[src/rtl/hz_pkg.sv]
package hz_pkg;
  typedef enum logic [1:0] {
    BYP_RF  = 2'd0,
    BYP_MEM = 2'd1,
    BYP_WB  = 2'd2
  } byp_e;

  // A producer feeds a consumer only if it writes, targets a real register
  // (register 0 is hardwired) and that register is the consumer's source.
  function automatic logic reg_hit(input logic [31:0] rd, input logic wen,
                                   input logic [31:0] rs);
    return wen && (rd != 32'd0) && (rd == rs);
  endfunction

  // Memory stage is younger than write-back, so it wins.
  function automatic byp_e pick_ex_src(input logic hit_mem, input logic hit_wb);
    if (hit_mem)     return BYP_MEM;
    else if (hit_wb) return BYP_WB;
    else             return BYP_RF;
  endfunction
endpackage

[src/rtl/hz_ex_bypass.sv]
module hz_ex_bypass import hz_pkg::*; #(
  parameter int RW = 5
) (
  input  logic [RW-1:0] src,
  input  logic [RW-1:0] mem_rd,
  input  logic          mem_wen,
  input  logic [RW-1:0] wb_rd,
  input  logic          wb_wen,
  output byp_e          sel
);
  logic hit_mem, hit_wb;

  assign hit_mem = reg_hit(32'(mem_rd), mem_wen, 32'(src));
  assign hit_wb  = reg_hit(32'(wb_rd), wb_wen, 32'(src));
  assign sel     = pick_ex_src(hit_mem, hit_wb);

  always_comb begin
    p_sel_legal_r1: assert (sel != 2'd3) else $error("illegal select");
    p_zero_src_r3: assert (src != '0 || sel == BYP_RF) else $error("r0 bypassed");
  end
endmodule

[src/rtl/hz_id_bypass.sv]
module hz_id_bypass import hz_pkg::*; #(
  parameter int RW = 5
) (
  input  logic [RW-1:0] src,
  input  logic [RW-1:0] mem_rd,
  input  logic          mem_wen,
  input  logic          mem_is_load,
  output logic          sel_mem
);
  // Load data is not ready until the end of memory access; write-back needs
  // no path because the register file writes before it is read.
  assign sel_mem = reg_hit(32'(mem_rd), mem_wen, 32'(src)) && !mem_is_load;

  always_comb begin
    p_no_load_byp_r7: assert (!(sel_mem && mem_is_load)) else $error("load bypassed to decode");
  end
endmodule

[src/rtl/hz_stall_detect.sv]
module hz_stall_detect import hz_pkg::*; #(
  parameter int RW = 5
) (
  input  logic [RW-1:0] id_rs1,
  input  logic [RW-1:0] id_rs2,
  input  logic          id_is_branch,
  input  logic [RW-1:0] ex_rd,
  input  logic          ex_wen,
  input  logic          ex_is_load,
  input  logic [RW-1:0] mem_rd,
  input  logic          mem_wen,
  input  logic          mem_is_load,
  output logic          load_use_hit,
  output logic          br_ex_hit,
  output logic          br_memld_hit
);
  logic ex_dep, mem_dep;

  assign ex_dep  = reg_hit(32'(ex_rd), ex_wen, 32'(id_rs1)) ||
                   reg_hit(32'(ex_rd), ex_wen, 32'(id_rs2));
  assign mem_dep = reg_hit(32'(mem_rd), mem_wen, 32'(id_rs1)) ||
                   reg_hit(32'(mem_rd), mem_wen, 32'(id_rs2));

  // Any consumer of a load one behind it waits one cycle.
  assign load_use_hit = ex_dep && ex_is_load;
  // A branch compares in decode, so an ALU result still in execute is late.
  assign br_ex_hit    = ex_dep && !ex_is_load && id_is_branch;
  // Second cycle of a load-then-branch dependency.
  assign br_memld_hit = mem_dep && mem_is_load && id_is_branch;

  always_comb begin
    p_hits_excl_r5: assert (!(load_use_hit && br_ex_hit)) else $error("overlapping hits");
    p_br_only_r6: assert (id_is_branch || !br_memld_hit) else $error("non-branch mem stall");
  end
endmodule

[src/rtl/hz_ctrl.sv]
module hz_ctrl import hz_pkg::*; #(
  parameter int RW = 5
) (
  input  logic [RW-1:0] id_rs1,
  input  logic [RW-1:0] id_rs2,
  input  logic          id_is_branch,
  input  logic          id_br_taken,
  input  logic [RW-1:0] ex_rs1,
  input  logic [RW-1:0] ex_rs2,
  input  logic [RW-1:0] ex_rd,
  input  logic          ex_wen,
  input  logic          ex_is_load,
  input  logic [RW-1:0] mem_rd,
  input  logic          mem_wen,
  input  logic          mem_is_load,
  input  logic [RW-1:0] wb_rd,
  input  logic          wb_wen,
  output logic [1:0]    ex_fwd_a,
  output logic [1:0]    ex_fwd_b,
  output logic          id_fwd_a,
  output logic          id_fwd_b,
  output logic          stall_pc,
  output logic          stall_ifid,
  output logic          bubble_idex,
  output logic          flush_ifid
);
  localparam int NSRC = 2;

  logic [RW-1:0] ex_src [NSRC];
  logic [RW-1:0] id_src [NSRC];
  byp_e          ex_sel [NSRC];
  logic          id_sel [NSRC];

  assign ex_src[0] = ex_rs1;
  assign ex_src[1] = ex_rs2;
  assign id_src[0] = id_rs1;
  assign id_src[1] = id_rs2;

  for (genvar g = 0; g < NSRC; g++) begin : g_src
    hz_ex_bypass #(.RW(RW)) u_exb (
      .src(ex_src[g]), .mem_rd(mem_rd), .mem_wen(mem_wen),
      .wb_rd(wb_rd), .wb_wen(wb_wen), .sel(ex_sel[g])
    );
    hz_id_bypass #(.RW(RW)) u_idb (
      .src(id_src[g]), .mem_rd(mem_rd), .mem_wen(mem_wen),
      .mem_is_load(mem_is_load), .sel_mem(id_sel[g])
    );
  end

  assign ex_fwd_a = ex_sel[0];
  assign ex_fwd_b = ex_sel[1];
  assign id_fwd_a = id_sel[0];
  assign id_fwd_b = id_sel[1];

  // Named internal events, visible to the assertions below.
  logic load_use_hit, br_ex_hit, br_memld_hit, stall_any, br_redirect;

  hz_stall_detect #(.RW(RW)) u_stall (
    .id_rs1(id_rs1), .id_rs2(id_rs2), .id_is_branch(id_is_branch),
    .ex_rd(ex_rd), .ex_wen(ex_wen), .ex_is_load(ex_is_load),
    .mem_rd(mem_rd), .mem_wen(mem_wen), .mem_is_load(mem_is_load),
    .load_use_hit(load_use_hit), .br_ex_hit(br_ex_hit),
    .br_memld_hit(br_memld_hit)
  );

  assign stall_any   = load_use_hit || br_ex_hit || br_memld_hit;
  assign br_redirect = id_is_branch && id_br_taken;

  assign stall_pc    = stall_any;
  assign stall_ifid  = stall_any;
  assign bubble_idex = stall_any;
  // An unresolved branch must not redirect: the stall wins.
  assign flush_ifid  = br_redirect && !stall_any;

  always_comb begin
    p_loaduse_r4: assert (!load_use_hit || (stall_pc && stall_ifid && bubble_idex))
      else $error("load-use not stalled");
    p_br_ex_r5: assert (!br_ex_hit || stall_pc) else $error("branch on ex not stalled");
    p_br_memld_r6: assert (!br_memld_hit || bubble_idex) else $error("branch on load not stalled");
    p_stall_wins_r8: assert (!(flush_ifid && stall_ifid)) else $error("flush during stall");
    p_flush_cause_r8: assert (!flush_ifid || br_redirect) else $error("flush without branch");
  end
endmodule

[config.mk]
export PLATFORM = sky130hd
export DESIGN_NAME = hz_ctrl
export DESIGN_NICKNAME = d
export VERILOG_FILES = /design/src/rtl/hz_pkg.sv /design/src/rtl/hz_ex_bypass.sv /design/src/rtl/hz_id_bypass.sv /design/src/rtl/hz_stall_detect.sv /design/src/rtl/hz_ctrl.sv
export SDC_FILE = /design/constraint.sdc
export NUM_CORES = 1
export LEC_CHECK = 0
export BUFFER_PORTS_ARGS = -buffer_cell sky130_fd_sc_hd__buf_2
export CAP_MARGIN = 15
export CORE_MARGIN = 2
export CORE_UTILIZATION = 41
export DETAILED_ROUTE_END_ITERATION = 8
export PLACE_DENSITY = 0.85
export RECOVER_POWER = 100
export SETUP_SLACK_MARGIN = 0.2
export SYNTH_ARGS = -nofsm -noshare
export SYNTH_HDL_FRONTEND = slang
export SYNTH_SLANG_ARGS = --single-unit
export TNS_END_PERCENT = 5
[constraint.sdc]
create_clock -name vclk -period 2
set_input_delay 0.2 -clock vclk [all_inputs]
set_output_delay 0.2 -clock vclk [all_outputs]
set_load 0.03 [all_outputs]
==> reports/qor.log <==
[status] outcome finished, final reports clean
[synthesis] main area contributors after synthesis xor2_1, xnor2_1, nor4_2
[synthesis] library cells used by synthesis 20
[worst_setup_path] Req. time, crit path 1.80 ns
[global_route] antenna violations before repair 0
[worst_setup_path] CP endpoint kind output pin
[global_route] global-route wire length before repair 2800 um
[global_route] vias in the first global route 697
[worst_setup_path] critical path startpoint category primary input
[floorplanning] chip height 43.0 um
[worst_setup_path] cell-by-cell listing of the critical path buf_8, or4_4, o21ai_4, nor4_4, nor4_2, clkbuf_2
[detailed_routing] Via Count 753
[power_and_ir_drop] Leak 0.421 nW
[synthesis] Post-Syn Area 624 um^2
[timing] post-route worst setup slack 0.0645 ns
[floorplanning] die outline area 0.00185 mm^2
[synthesis] gate count after technology mapping 79
[synthesis] commonest cells in the synthesized netlist xor2_1, xnor2_1, nor3_1, nand3_1
[place] number of input and output port buffers inserted 52
[detailed_routing] Final Routed Wirelength 1990 um
[global_route] pin count of the biggest net entering global routing 6
[global_route] met3 global-route usage 2.13%
[timing] FMAX 517 MHz
[finish] final cell count without fillers 143
[hold_path] worst min-delay path class primary input to output pin
[floorplanning] number of core rows 14
[synthesis] cell type with the largest total area after synthesis xor2_1
[timing] final hold violations 0
[global_route] GR peak layer met2
[detailed_routing] vias per std cell 5.27
[place] Detailed Place HPWL 1620 um
[timing] final worst path period share 96.8%
[detailed_routing] number of nets with antenna violations after routing 0
[floorplanning] Die Wd 43.0 um
[timing] transition time at the pin with the least slew margin 0.375 ns
[floorplanning] I/O pin total 52
[finish] layout overhead on the synthesized area 46.5%
[global_route] grt ovf 0
[synthesis] Syn Area/Cell 7.90 um^2
[detailed_routing] DRC errors left 0
[detailed_routing] routed len/inst 13.9 um
[global_route] met1 track utilization from global routing 22.0%
[cts] Hold Buf Count CTS 0
[finish] post-layout net count 171
[synthesis] library cell with the highest instance count after synthesis xor2_1
[power_and_ir_drop] Power per Cell Area 216 mW/mm^2
[global_route] M2 GR Usage 35.5%
[worst_setup_path] Worst Setup SP mem_rd[4]
[hold_path] Worst Min Path Start mem_is_load
[place] worst slack, placed 0.0600 ns
[finish] fraction of final layout cells with drive strength greater than 1 48.0%
[synthesis] sequential-to-total area share from yosys stat 0%
[floorplanning] core region area 0.00147 mm^2
[finish] FFs & Latches 0
[timing] minimum clock period 1.94 ns
[synthesis] Ys Warns 0
[finish] number of fill cells 133
[worst_setup_path] stage delay of the slowest cell on the critical path 0.54 ns
[synthesis] number of nets in the synthesized netlist 121
[detailed_routing] Pre-antenna DRT Iters 6
[power_and_ir_drop] IR Drop Worst-Case VDD 98.8 uV
[timing] worst relative slew slack 75.1%
[finish] number of clock buffers in the layout 0
[global_route] global-route usage over all layers 18.8%
[place] # placed instances 138
[timing] setup repair after global routing missed its margin yes
[floorplanning] effective utilization at floorplan 42.4%
[worst_setup_path] Arr. time, crit path 1.74 ns
[worst_setup_path] critical path fanouts, max 5
[timing] final slew viol count 0
[timing] number of setup violations in the final report 0
[place] gpl congestion 0.814
[finish] antenna diode instance count 0
[finish] fin util 62.2%
[hold_path] cell depth of the worst min-delay path 3
[detailed_routing] number of DRC violations after detailed-routing iteration 0 12
[worst_setup_path] type of the setup path with the least slack primary input to output pin
[worst_setup_path] Critical Path Slowest Stage Cell or4_4
[finish] Sequential Area 0 um^2
[flow_run] number of max-cap violations 0
[synthesis] share of the synthesized area in the top cell type 36.5%
## layer usage
layer  vias up  share of wire (%)
met5         -                  0
met3         6                6.4
li1        366                  -
met4         0                2.0
met1       348                 38
met2        33                 54
## worst max-delay path: cells and delay by family
family | cells | cell delay (ns)
AOI/OAI and AO/OA | 1 | 0.22
and+or+nand+nor | 3 | 0.93
buffers and inverters | 2 | 0.37
## logic make-up after synthesis
kind of cell	share of synthesized area, %
AO/OA/AOI/OAI	8.02
XOR/XNOR	56.1
AND/OR/NAND/NOR	25.7
buffers and inverters	10.2
## cells in the final DEF, fill, tap and decap left out, types with 3 or more instances in the layout
cell type / Yosys / final
xor2_1: 26 / 26
clkbuf_2: 1 / 5
nor4_2: 4 / 3
nor3_1: 7 / 6
xnor2_1: 14 / 14
nand3_1: 6 / 6
buf_4: 4 / 6
buf_2: 2 / 40
or4_1: 4 / 4
clkbuf_1: 1 / 4
## final cells by class
class | instances | area (um^2) | share of cell area (%)
multi-input cells | 69 | 579 | 63.3
repair buffers | 57 | 312 | 34.1
well taps | 16 | 20.0 | 2.19
inverters | 1 | 3.75 | 0.410
## through the flow
| step | area [um^2] | total power [mW] | TNS [ns] | hold slack [ns] |
|---|---|---|---|---|
| after global placement | 850 | 0.173 | 0 | 0.715 |
| after global routing | 915 | 0.211 | 0 | 0.768 |
| final | 915 | 0.197 | 0 | 0.766 |
| after floorplan | 629 | 0.107 | -0.0125 | 0.522 |
| after CTS | 862 | 0.182 | 0 | 0.715 |
| after detailed placement | 850 | 0.178 | 0 | 0.719 |
## final timing paths
kind / endpoint / slack [ns]
setup / recovery: ex_fwd_a[1] / 0.06
hold / removal: id_fwd_a / 0.77
## power by group
group / switching [mW] / internal (mW) / total (mW)
combinational: 0.103 / 0.0941 / 0.197
sequential: 0 / 0 / 0
clock: 0 / 0 / 0
total: 0.103 / 0.0941 / 0.197
## repair_timing
action,CTS,global route
resized for setup,2,11
endpoints found under the setup margin,5,6
buffers inserted,1,4
endpoints found under the hold margin,0,0
pin swaps,3,4
No activity file was read; power rests on OpenSTA's default activity.
